==> src/rtl/bytesort_pkg.sv <==
package bytesort_pkg;

    typedef enum logic [2:0] {
        ST_IDLE,
        ST_LOAD_MAX,
        ST_READ_K,
        ST_WR_J,
        ST_WR_K,
        ST_STEP,
        ST_FINISH
    } sort_state_t;

endpackage

==> src/rtl/bsort_index.sv <==
module bsort_index #(
    parameter int IW = 16
) (
    input  logic          clk,
    input  logic          rst_n,
    input  logic          load_j,
    input  logic [IW-1:0] len_in,
    input  logic          dec_j,
    input  logic          load_k,
    input  logic          dec_k,
    output logic [IW-1:0] j_idx,
    output logic [IW-1:0] k_idx,
    output logic          k_zero,
    output logic          j_one
);

    localparam logic [IW-1:0] ONE = IW'(1);

    logic [IW-1:0] j_q;
    logic [IW-1:0] k_q;

    always_ff @(posedge clk) begin
        if (!rst_n) begin
            j_q <= '0;
        end else if (load_j) begin
            j_q <= len_in - ONE;
        end else if (dec_j) begin
            j_q <= j_q - ONE;
        end
    end

    always_ff @(posedge clk) begin
        if (!rst_n) begin
            k_q <= '0;
        end else if (load_k) begin
            k_q <= j_q - ONE;
        end else if (dec_k) begin
            k_q <= k_q - ONE;
        end
    end

    assign j_idx  = j_q;
    assign k_idx  = k_q;
    assign k_zero = (k_q == '0);
    assign j_one  = (j_q == ONE);

endmodule

==> src/rtl/bsort_datapath.sv <==
module bsort_datapath #(
    parameter int AW = 16,
    parameter int IW = 16,
    parameter int DW = 8
) (
    input  logic          clk,
    input  logic          rst_n,
    input  logic          latch_base,
    input  logic [AW-1:0] base_in,
    input  logic          cap_max,
    input  logic          cap_elem,
    input  logic          promote,
    input  logic          use_j,
    input  logic [IW-1:0] j_idx,
    input  logic [IW-1:0] k_idx,
    input  logic [DW-1:0] rdata,
    output logic [AW-1:0] addr,
    output logic [DW-1:0] wdata,
    output logic          elem_gt
);

    logic [AW-1:0] base_q;
    logic [DW-1:0] max_q;
    logic [DW-1:0] elem_q;
    logic [IW-1:0] sel_idx;

    always_ff @(posedge clk) begin
        if (!rst_n) begin
            base_q <= '0;
        end else if (latch_base) begin
            base_q <= base_in;
        end
    end

    always_ff @(posedge clk) begin
        if (!rst_n) begin
            max_q <= '0;
        end else if (cap_max) begin
            max_q <= rdata;
        end else if (promote) begin
            max_q <= elem_q;
        end
    end

    always_ff @(posedge clk) begin
        if (!rst_n) begin
            elem_q <= '0;
        end else if (cap_elem) begin
            elem_q <= rdata;
        end
    end

    always_comb begin
        sel_idx = use_j ? j_idx : k_idx;
        addr    = base_q + AW'(sel_idx);
        wdata   = use_j ? elem_q : max_q;
        elem_gt = (rdata > max_q);
    end

endmodule

==> src/rtl/bsort_ctrl.sv <==
module bsort_ctrl
    import bytesort_pkg::*;
(
    input  logic clk,
    input  logic rst_n,
    input  logic start,
    input  logic len_short,
    input  logic mem_ready,
    input  logic elem_gt,
    input  logic k_zero,
    input  logic j_one,
    output logic busy,
    output logic done,
    output logic mem_req,
    output logic mem_we,
    output logic use_j,
    output logic accept,
    output logic cap_max,
    output logic load_k,
    output logic cap_elem,
    output logic promote,
    output logic dec_k,
    output logic dec_j
);

    sort_state_t state_q;
    sort_state_t state_d;

    always_ff @(posedge clk) begin
        if (!rst_n) begin
            state_q <= ST_IDLE;
        end else begin
            state_q <= state_d;
        end
    end

    always_comb begin
        state_d = state_q;
        unique case (state_q)
            ST_IDLE: begin
                if (start) begin
                    state_d = len_short ? ST_FINISH : ST_LOAD_MAX;
                end
            end
            ST_LOAD_MAX: begin
                if (mem_ready) begin
                    state_d = ST_READ_K;
                end
            end
            ST_READ_K: begin
                if (mem_ready) begin
                    state_d = elem_gt ? ST_WR_J : ST_STEP;
                end
            end
            ST_WR_J: begin
                if (mem_ready) begin
                    state_d = ST_WR_K;
                end
            end
            ST_WR_K: begin
                if (mem_ready) begin
                    state_d = ST_STEP;
                end
            end
            ST_STEP: begin
                if (!k_zero) begin
                    state_d = ST_READ_K;
                end else if (j_one) begin
                    state_d = ST_FINISH;
                end else begin
                    state_d = ST_LOAD_MAX;
                end
            end
            ST_FINISH: begin
                state_d = ST_IDLE;
            end
            default: begin
                state_d = ST_IDLE;
            end
        endcase
    end

    always_comb begin
        busy     = 1'b0;
        done     = 1'b0;
        mem_req  = 1'b0;
        mem_we   = 1'b0;
        use_j    = 1'b0;
        accept   = 1'b0;
        cap_max  = 1'b0;
        load_k   = 1'b0;
        cap_elem = 1'b0;
        promote  = 1'b0;
        dec_k    = 1'b0;
        dec_j    = 1'b0;
        unique case (state_q)
            ST_IDLE: begin
                accept = start;
            end
            ST_LOAD_MAX: begin
                busy    = 1'b1;
                mem_req = 1'b1;
                use_j   = 1'b1;
                cap_max = mem_ready;
                load_k  = mem_ready;
            end
            ST_READ_K: begin
                busy     = 1'b1;
                mem_req  = 1'b1;
                cap_elem = mem_ready;
            end
            ST_WR_J: begin
                busy    = 1'b1;
                mem_req = 1'b1;
                mem_we  = 1'b1;
                use_j   = 1'b1;
            end
            ST_WR_K: begin
                busy    = 1'b1;
                mem_req = 1'b1;
                mem_we  = 1'b1;
                promote = mem_ready;
            end
            ST_STEP: begin
                busy  = 1'b1;
                dec_k = !k_zero;
                dec_j = k_zero && !j_one;
            end
            ST_FINISH: begin
                done = 1'b1;
            end
            default: begin
                busy = 1'b0;
            end
        endcase
    end

endmodule

==> src/rtl/bytesort_engine.sv <==
module bytesort_engine #(
    parameter int ADDR_W = 16,
    parameter int LEN_W  = 16,
    parameter int DATA_W = 8
) (
    input  logic              clk,
    input  logic              rst_n,
    input  logic              start,
    input  logic [ADDR_W-1:0] base_addr,
    input  logic [LEN_W-1:0]  length,
    output logic              busy,
    output logic              done,
    output logic              mem_req,
    output logic              mem_we,
    output logic [ADDR_W-1:0] mem_addr,
    output logic [DATA_W-1:0] mem_wdata,
    input  logic [DATA_W-1:0] mem_rdata,
    input  logic              mem_ready
);

    localparam logic [LEN_W-1:0] MIN_SORT = LEN_W'(2);

    logic             len_short;
    logic             use_j;
    logic             accept;
    logic             cap_max;
    logic             load_k;
    logic             cap_elem;
    logic             promote;
    logic             dec_k;
    logic             dec_j;
    logic             elem_gt;
    logic             k_zero;
    logic             j_one;
    logic [LEN_W-1:0] j_idx;
    logic [LEN_W-1:0] k_idx;

    assign len_short = (length < MIN_SORT);

    bsort_ctrl u_ctrl (
        .clk       (clk),
        .rst_n     (rst_n),
        .start     (start),
        .len_short (len_short),
        .mem_ready (mem_ready),
        .elem_gt   (elem_gt),
        .k_zero    (k_zero),
        .j_one     (j_one),
        .busy      (busy),
        .done      (done),
        .mem_req   (mem_req),
        .mem_we    (mem_we),
        .use_j     (use_j),
        .accept    (accept),
        .cap_max   (cap_max),
        .load_k    (load_k),
        .cap_elem  (cap_elem),
        .promote   (promote),
        .dec_k     (dec_k),
        .dec_j     (dec_j)
    );

    bsort_index #(.IW(LEN_W)) u_index (
        .clk    (clk),
        .rst_n  (rst_n),
        .load_j (accept),
        .len_in (length),
        .dec_j  (dec_j),
        .load_k (load_k),
        .dec_k  (dec_k),
        .j_idx  (j_idx),
        .k_idx  (k_idx),
        .k_zero (k_zero),
        .j_one  (j_one)
    );

    bsort_datapath #(.AW(ADDR_W), .IW(LEN_W), .DW(DATA_W)) u_dp (
        .clk        (clk),
        .rst_n      (rst_n),
        .latch_base (accept),
        .base_in    (base_addr),
        .cap_max    (cap_max),
        .cap_elem   (cap_elem),
        .promote    (promote),
        .use_j      (use_j),
        .j_idx      (j_idx),
        .k_idx      (k_idx),
        .rdata      (mem_rdata),
        .addr       (mem_addr),
        .wdata      (mem_wdata),
        .elem_gt    (elem_gt)
    );

endmodule

==> config.mk <==
export PLATFORM = sky130hd
export DESIGN_NAME = bytesort_engine
export DESIGN_NICKNAME = d
export VERILOG_FILES = /design/src/rtl/bytesort_pkg.sv /design/src/rtl/bsort_index.sv /design/src/rtl/bsort_datapath.sv /design/src/rtl/bsort_ctrl.sv /design/src/rtl/bytesort_engine.sv
export SDC_FILE = /design/constraint.sdc
export NUM_CORES = 1
export LEC_CHECK = 0
export CAP_MARGIN = 20
export CELL_PAD_IN_SITES_DETAIL_PLACEMENT = 0
export CELL_PAD_IN_SITES_GLOBAL_PLACEMENT = 1
export CORE_AREA = 2 2 106 108
export DETAILED_ROUTE_END_ITERATION = 8
export DIE_AREA = 0 0 108 110
export DONT_BUFFER_PORTS = 1
export GPL_TIMING_DRIVEN = 0
export MAX_ROUTING_LAYER = met4
export PLACE_DENSITY = 0.78
export SLEW_MARGIN = 20
export SYNTH_ARGS = -nofsm -noshare
export SYNTH_HDL_FRONTEND = slang
export SYNTH_SLANG_ARGS = --single-unit
export TNS_END_PERCENT = 20
==> constraint.sdc <==
create_clock -name clk -period 4.3 [get_ports clk]
set_input_delay 0.86 -clock clk [delete_from_list [all_inputs] [get_ports clk]]
set_output_delay 0.86 -clock clk [all_outputs]
set_load 0.1 [all_outputs]
== Yosys cells after proc, flatten, opt, wreduce, memory -nomap -nowiden ==
Index checks and enable logic that the tools add are counted.

* Output and inout bits: 28
* Flip-flop bits (word level): 67
* Logic and storage cells: 66
* Memories kept: 0
* Latch bits: 0
* RAM bits: 0
* ROM bits: 0

* Bitwise operators: 0
* Muxes and demuxes: 29
* Shift operators: 0
* Magnitude comparators: 2
* Multipliers: 0
* Eq/ne operators: 12
* Divide/modulo/power cells: 0
* Reduce and logical (&&, ||, !) cells: 13
* Add/sub/neg operators: 4

{| class="wikitable"
|+ Operators by type and width
! kind !! number
|-
| 2-to-1 mux 16 bit || 5
|-
| subtractor 16 x 1 -> 16 bit, second input constant || 3
|-
| 2-to-1 mux 3 bit || 9
|-
| 2-to-1 mux 8 bit || 3
|-
| one-hot mux 3 bit (6 select lines) || 1
|-
| adder 16 bit || 1
|-
| equality test 16 x 1 -> 1 bit, second input constant || 1
|-
| logical NOT 16 bit || 1
|-
| less-than comparator 16 x 2 -> 1 bit, second input constant || 1
|-
| 2-to-1 mux 1 bit || 11
|-
| != test 2 bit, second input constant || 5
|-
| equality test 3 bit, second input constant || 3
|-
| > comparator 8 bit || 1
|-
| equality test 3 x 2 -> 1 bit, second input constant || 2
|-
| nonzero test 2 bit || 3
|-
| AND reduction 5 bit || 1
|-
| OR reduction 5 bit || 1
|-
| OR reduction 2 bit || 2
|-
| OR reduction 4 bit || 1
|-
| equality test 3 x 1 -> 1 bit, second input constant || 1
|-
| logical NOT 3 bit || 1
|-
| logical NOT 1 bit || 2
|-
| logical AND 1 bit || 1
|}

== Depth between registers and ports, before layout ==
Gate-level depths: netlist of run 1.

* Word-level depth: 6
* Mapped depth: 13
* Gate-level depth less buffers: 11

== Cells and area by module ==
A second synthesis of run 1 with hierarchy kept.

* Cell total of the unflattened synthesis: 596
* Area total of the unflattened synthesis: 5,006.1 µm²

{| class="wikitable"
|+ By module, submodules not included
! module !! area an instance (µm²) !! seq. area each (µm²) !! cells each !! times used
|-
| bsort_datapath || 2,528.7 || 640.6 || 288 || 1
|-
| bsort_index || 2,092.0 || 640.6 || 253 || 1
|-
| bsort_ctrl || 352.8 || 60.1 || 50 || 1
|-
| bytesort_engine || 32.5 || 0.0 || 5 || 1
|}

== Least setup slack after synthesis of run 1 ==
No wires, ideal clock.

* Kind: register -> output
* From: register u_ctrl.state_q[0]
* To: output mem_addr[14]
* Cell stages (with the launch flop): 12
* Path slack: -0.682 ns
* Path buffers: 2
* Data arrival time: 4.122 ns
* Cell sequence: dfxtp_1 > nor2b_1 > clkbuf_1 > clkbuf_1 > mux2_2 > ha_1 > and4_1 > and2_1 > a211o_1 > o21a_1 > a221oi_1 > xnor2_1

* Cells in the longest elaborated chain, start to end: 5
* Elaborated cells on any way between the ends: 6
* Classes of those cells: add/sub: 1; eq/ne: 2; mux: 2; reduce/logical: 1

{| class="wikitable"
|+ RTL lines
! what !! RTL line !! source
|-
| start: declaration || bsort_ctrl.sv:26 || <nowiki>sort_state_t state_q;</nowiki>
|-
| start signal: assignment || bsort_ctrl.sv:33 || <nowiki>state_q <= state_d;</nowiki>
|-
| equality test 3 x 2 -> 1 bit / equality test 3 x 1 -> 1 bit (equally long branches) || bsort_ctrl.sv:96 || <nowiki>unique case (state_q)</nowiki>
|-
| OR reduction 2 bit (no line) (*) || -- ||
|-
| 2-to-1 mux 1 bit (*) || bsort_ctrl.sv:96 ||
|-
| 2-to-1 mux 16 bit (*) || bsort_datapath.sv:54 || <nowiki>sel_idx = use_j ? j_idx : k_idx;</nowiki>
|-
| adder 16 bit (*) || bsort_datapath.sv:55 || <nowiki>addr = base_q + AW'(sel_idx);</nowiki>
|-
| end: declaration || bytesort_engine.sv:15 || <nowiki>output logic [ADDR_W-1:0] mem_addr,</nowiki>
|}

Mark *: on every way between the ends. The rest lies on a longest branch, timed or not.

== Final worst setup path of run 1 ==
Ends and elaborated chain as after synthesis.

==> flow_summary.json, run 1 <==
{
  "grt_pass1_wl_um": 23400,
  "cts_root_buf": "clkbuf_8",
  "met1_usage_pct": 32.0,
  "insertion_delay_ns": 0.36,
  "cp-start-kind": "flop",
  "power_uw": 4640,
  "final_util_pct": 56.7,
  "layout_common_cells": "78 x nand2_1, 65 x dfxtp_1, 44 x nor2_1",
  "initial_utilization_pct": 46.8,
  "synth_area_leaders": "dfxtp_1 27%, ha_1 7.2%, nand2_1 5.9%",
  "slew_headroom_pct": 21.0,
  "swShare_pct": 53.5,
  "rows": 38,
  "pre_cts_slack_ns": -1.09,
  "clock-sinks": 67,
  "power.share.combinational_pct": 65.2,
  "synth_area_per_cell_um2": 7.99,
  "drt-initial-drc-count": 281,
  "synth_largest_area_cell": "dfxtp_1",
  "place_congestion": 0.911,
  "maxCapViolations": 0,
  "fin_skew_ns": 0.0167,
  "seq_power_share_pct": 20.0,
  "antenna_found_initial": 0,
  "drive_gt1_share_pct": 18.1,
  "place_area_um2": 5450,
  "wl_um": 14800,
  "vias_per_cell": 5.85,
  "synth_cell_types": 69,
  "die_h_um": 110,
  "core_um2": 10700,
  "finalHoldViolCount": 0,
  "antenna_left": 0,
  "seq_area_frac_synth_pct": 26.8,
  "slew_violations": 0,
  "power-per-cell-area_nw_per_um2": 765,
  "yosysWarnings": 0,
  "dieArea_um2": 11900,
  "drc_errors": 0,
  "cts_buffer_depth": 2,
  "worstMarginPinSlew_ns": 1.18,
  "power.switching_uw": 2480,
  "wire_per_inst_um": 18.4,
  "worstSetupPathType": "flop to output pin",
  "grt_use_met3_pct": 4.41,
  "antenna_cells": 0,
  "io_buffer_count": 0,
  "grt_max_degree": 13,
  "layout_setup_ws_ns": 0.0648,
  "async_flop_share_pct": 0,
  "grt_use_met2_pct": 44.2,
  "htreeDepth": 3,
  "hpwl_um": 11100,
  "cts_inserted_buffers": 9,
  "finalSetupViolCount": 0,
  "nets": 736,
  "io_pins": 72,
  "finalCritPeriodShare_pct": 98.5,
  "end_kind": "output pin",
  "internal_power_uw": 2160,
  "post-route-min-period_ns": 4.24,
  "clock.fmax_ghz": 0.236,
  "critPathRequiredTime_ns": 3.44,
  "hold_path_class": "flop to flop",
  "grt_pass1_vias": 4578,
  "vias": 4724,
  "synth_ff_type": "dfxtp_1",
  "clk_pin_slew_worst_paths_ns": 0.08,
  "synth_top_area_share_pct": 26.8,
  "synth_edf_count": 0,
  "syn_inst": 627,
  "fp.dieW_um": 108,
  "track_usage_pct": 26.4,
  "cts_tree": "built",
  "p_leak_uw": 0.00236,
  "outcome": "finished, final reports clean",
  "syn-cell-area_um2": 5010,
  "rrSetupSlack_ns": 1.62,
  "drtPass1Iterations": 5,
  "clockPowerShare_pct": 14.8,
  "fin_area_um2": 6060,
  "grt-ovfl-total": 0,
  "synth_seq_cells": 67,
  "cp.arrival_ns": 3.38,
  "synth_nets": 701,
  "vdd_drop_max_mv": 0.908,
  "crit_path_max_fanout": 6,
  "grt-busiest-layer": "met2",
  "rsz0062_at_grt": "yes",
  "cts_hold_buf": 0,
  "final_common_cell": "nand2_1",
  "syn_to_final_growth_pct": 21.0
}
[metal layers]
layer	part of all wire (%)	vias up	wire length (um)
met5	0	-	0
met4	2.5	0	373
met3	4.4	30	657
met2	48	121	7190
met1	45	2254	6610
li1	-	2319	-
[worst max-delay path: stages, from the launching register on]
cell       delay [ns]
dfxtp_2          0.34
nor2b_4          0.17
buf_8            0.15
clkbuf_16        0.15
mux2_4           0.33
ha_4             0.27
and3_4           0.17
o21a_1           0.18
a211o_1          0.31
o21a_4           0.22
a221oi_4         0.36
xnor2_4          0.34
[layout make-up]
type	count	area [um2]
fill	996	4640
multi-input combinational	504	3740
sequential	67	1350
timing repair buffer	24	249
buffer	31	194
tap	140	175
clock buffer	11	151
clock inverter	5	108
inverter	25	93.8
[cells in the mapped netlist, types with 3 or more instances]
master and count:
buf_2 3, nand3_1 13, or4_1 5, or3_1 6, ha_1 29, o21ai_0 33
o31a_1 3, o22ai_1 3, o211ai_1 3, mux2i_1 11, nand2b_1 3, nor2_1 47
xnor2_1 30, nand2_1 79, xor2_1 22, nand3b_1 8, dfxtp_1 67, mux2_2 14
nor2b_1 24, nor3_1 16, or4_4 3, nand4_1 6, clkbuf_1 26, a21o_1 6
a222oi_1 7, nor4b_1 3, o31ai_1 4, and3_1 4, and2_1 8, o211a_1 3
a211oi_1 9, nor4_1 9, o21a_1 8, inv_1 25, a21oi_1 26, a21boi_0 20
[path summary, 6_finish.rpt]
kind                                          to               from  depth (start not counted)
worst min register to register   u_dp.base_q[11]    u_dp.base_q[11]                          2
worst max-delay path                mem_addr[14]  u_ctrl.state_q[0]                         11
worst min-delay path             u_dp.base_q[11]    u_dp.base_q[11]                          2
worst max register to register  u_index.k_idx[6]   u_index.k_idx[7]                          7
[metrics by stage]
stage,std cells,hold slack [ns],TNS [ns]
final,807,0.478,0
after global routing,807,0.501,-0.0692
after CTS,800,0.477,-0.0374
after detailed placement,774,0.465,-6.96
after global placement,767,0.458,-11.24
after floorplan,627,0.448,-3.71
[state kept, by name (all words and copies together), names as in the netlist]
name            cells
u_dp.elem_q         8
u_index.j_idx      16
u_index.k_idx      16
u_dp.base_q        16
u_dp.max_q          8
u_ctrl.state_q      3
[power by group through the flow]
stage / sequential, uW / combinational [uW] / clock [uW]
floorplan: 882 / 2190 / 0
global placement: 925 / 2540 / 0
detailed placement: 931 / 2800 / 0
CTS: 920 / 2940 / 703
global route: 943 / 3200 / 729
finish: 926 / 3020 / 685
[logic make-up (layout without fill, tap and decap cells)]
family,count (synthesis),count (layout),share of synthesized area [%]
multiplexers,25,25,5.35
AND/OR/NAND/NOR,247,247,25.5
adder cells (fa/ha/maj),30,30,7.64
buffers and inverters,56,96,4.57
XOR/XNOR,52,52,9.09
flip-flops,67,67,26.8
AO/OA/AOI/OAI,150,150,21.1
[timing repair]
| item | 4_1_cts | 5_1_grt |
|---|---|---|
| setup buffers | 9 | 6 |
| pin swaps | 10 | 10 |
| setup endpoints to repair | 15 | 8 |
| cloned | 1 | 1 |
| gates resized for setup | 43 | 13 |
(Power assumes the default switching activity.)
==> run 2: changes to the inputs <==
--- a/config.mk
+++ b/config.mk
@@ -8,14 +8,14 @@
 export CAP_MARGIN = 20
 export CELL_PAD_IN_SITES_DETAIL_PLACEMENT = 0
 export CELL_PAD_IN_SITES_GLOBAL_PLACEMENT = 1
-export CORE_AREA = 2 2 106 108
+export CORE_AREA = 2 2 105 107
+export CTS_BUF_LIST = sky130_fd_sc_hd__clkbuf_2 sky130_fd_sc_hd__clkbuf_4 sky130_fd_sc_hd__clkbuf_8
 export DETAILED_ROUTE_END_ITERATION = 8
-export DIE_AREA = 0 0 108 110
+export DIE_AREA = 0 0 107 109
 export DONT_BUFFER_PORTS = 1
 export GPL_TIMING_DRIVEN = 0
 export MAX_ROUTING_LAYER = met4
-export PLACE_DENSITY = 0.78
-export SLEW_MARGIN = 20
+export PLACE_DENSITY = 0.79
 export SYNTH_ARGS = -nofsm -noshare
 export SYNTH_HDL_FRONTEND = slang
 export SYNTH_SLANG_ARGS = --single-unit
==> run 2 against run 1 <==
Net effect: total power decreased by 0.62%; sequential power about the same; non-clock buffer count increased by 1; hold slack got worse by 0.0038 ns; clock power decreased by 13%; sequential share of layout area about the same; final cell count increased by 0.12%; via count increased by 0.19%.
==> flow_summary.json, run 2 (same netlist as run 1, synthesis figures left out) <==
{
  "outcome": "finished, final reports clean",
  "cpMostUsedCell": "o21a_1",
  "fin_skew_ns": 0.0129,
  "max_stage_delay_ns": 0.38,
  "rrSetupSlack_ns": 1.61,
  "min_path_cells": 2,
  "clock.fmax_ghz": 0.237,
  "insertion_delay_ns": 0.35,
  "layout_common_cells": "78 x nand2_1, 65 x dfxtp_1, 44 x nor2_1",
  "cp_slowest_cell": "dfxtp_4",
  "worstSetupPathType": "flop to output pin",
  "initial_utilization_pct": 47.2,
  "track_usage_pct": 26.0,
  "cts_buffer_depth": 2,
  "vdd_drop_max_mv": 0.574,
  "power_uw": 4610,
  "grt_max_degree": 14,
  "finalSetupViolCount": 0,
  "p_leak_uw": 0.00236,
  "pre_cts_slack_ns": -1.17,
  "hold_end": "u_dp.base_q[12]",
  "rsz0062_at_grt": "yes",
  "drc_errors": 0,
  "cts_tree": "built",
  "r2r.worst_path.cells": 8,
  "die_h_um": 109,
  "nets": 737,
  "power-per-cell-area_nw_per_um2": 761,
  "dieArea_um2": 11700,
  "hpwl_um": 11000,
  "slew_violations": 0,
  "grt_pass1_vias": 4627,
  "hold_path_class": "flop to flop",
  "internal_power_uw": 2130,
  "antenna_left": 0,
  "place_congestion": 0.890,
  "cts_root_buf": "clkbuf_8",
  "rows": 38,
  "power.share.combinational_pct": 66.9,
  "drtPass1Iterations": 5,
  "antenna_cells": 0,
  "power.switching_uw": 2480,
  "finalCritPeriodShare_pct": 98.3,
  "antenna_found_initial": 0,
  "min-delay-start": "u_dp.base_q[12]",
  "final_util_pct": 57.1,
  "cts_hold_buf": 0,
  "crit_path_max_fanout": 10,
  "layout_setup_ws_ns": 0.0737,
  "clock-sinks": 67,
  "timing.rr.end": "u_index.j_idx[14]",
  "slew_headroom_pct": 22.0,
  "critPathRequiredTime_ns": 3.44,
  "hold_ws_ns": 0.474,
  "final_cells": 808,
  "io_pins": 72,
  "finalHoldViolCount": 0,
  "final_common_cell": "nand2_1",
  "core_um2": 10600,
  "htreeDepth": 3,
  "vias_per_cell": 5.86,
  "cp-start-kind": "flop",
  "dp_cells": 776,
  "post-route-min-period_ns": 4.23,
  "clockPowerShare_pct": 12.9,
  "clk_pin_slew_worst_paths_ns": 0.08,
  "end_kind": "output pin",
  "cts_inserted_buffers": 9,
  "path_cells": "nor2b_4 > buf_8 > buf_12 > mux2_4 > ha_4 > a21o_1 > o21a_1 > a211o_1 > o21a_1 > a221oi_2 > xnor2_2 > clkbuf_16",
  "drive_gt1_share_pct": 17.8,
  "cp.arrival_ns": 3.37,
  "grt_pass1_wl_um": 23000,
  "drt-initial-drc-count": 348,
  "worstMarginPinSlew_ns": 1.17,
  "maxCapViolations": 0,
  "vias": 4733,
  "wire_per_inst_um": 17.9,
  "reg2reg_from": "u_index.j_idx[0]",
  "io_buffer_count": 0,
  "wl_um": 14500,
  "syn_to_final_growth_pct": 20.9,
  "fp.dieW_um": 107,
  "swShare_pct": 53.8,
  "grt-ovfl-total": 0,
  "seq_power_share_pct": 20.2
}
[run 2: area by class of cell]
cell class | count | area, um2
fillers | 994 | 4550
multi-input cells | 504 | 3740
flip-flops and latches | 67 | 1350
repair buffers | 25 | 282
plain buffers | 31 | 194
well taps | 140 | 175
clock buffers | 9 | 124
clock inverters | 7 | 100
inverters | 25 | 93.8
[run 2: critical path, delay by kind of cell, from the launching register on]
family	cells	cell delay [ns]
AOI/OAI and AO/OA	5	1.23
adders and majority gates	1	0.25
xor gates and xnor gates	1	0.17
muxes	1	0.32
DFF	1	0.38
buffers and inverters	3	0.50
and+or+nand+nor	1	0.13
[run 2: metrics by stage]
step           cell area (um2)  setup TNS, ns
2_1_floorplan             5040          -3.71
3_3_place_gp              5220         -11.08
3_5_place_dp              5470          -7.09
4_1_cts                   5940       -0.00888
5_1_grt                   6060        -0.0254
6_report                  6060              0
[run 2: worst max path at each step]
stage | from | endpoint | slack (ns) | cells after the start
global route | u_ctrl.state_q[2] | mem_addr[14] | -0.03 | 13
finish | u_ctrl.state_q[2] | mem_addr[14] | 0.07 | 12
detailed placement | u_ctrl.state_q[0] | mem_addr[13] | -1.17 | 10
CTS | u_ctrl.state_q[0] | mem_addr[14] | -0.009 | 14
global placement | u_ctrl.state_q[0] | mem_addr[15] | -1.16 | 12
floorplan | u_ctrl.state_q[0] | mem_addr[8] | -0.57 | 11
[run 2: power by group through the flow]
stage	registers [uW]	clock network (uW)	logic [uW]
after floorplan	882	0	2190
after global placement	926	0	2530
after detailed placement	932	0	2850
after CTS	922	608	3000
after global routing	949	635	3260
final	929	595	3080
[run 2: what timing repair did]
| item | in CTS | in global routing |
|---|---|---|
| endpoints found under the hold margin | 0 | 0 |
| gates resized for setup | 45 | 15 |
| endpoints found under the setup margin | 15 | 7 |
| pin swaps | 9 | 10 |
| setup buffers | 10 | 6 |
[run 2: layer usage]
layer  global-route usage [%]  vias up  wire length (um)
li1                         -     2317                 -
met1                     31.0     2274              6440
met2                     45.0      118              7120
met3                     4.36       24               596
met4                     8.16        0               330
met5                        -        -                 0
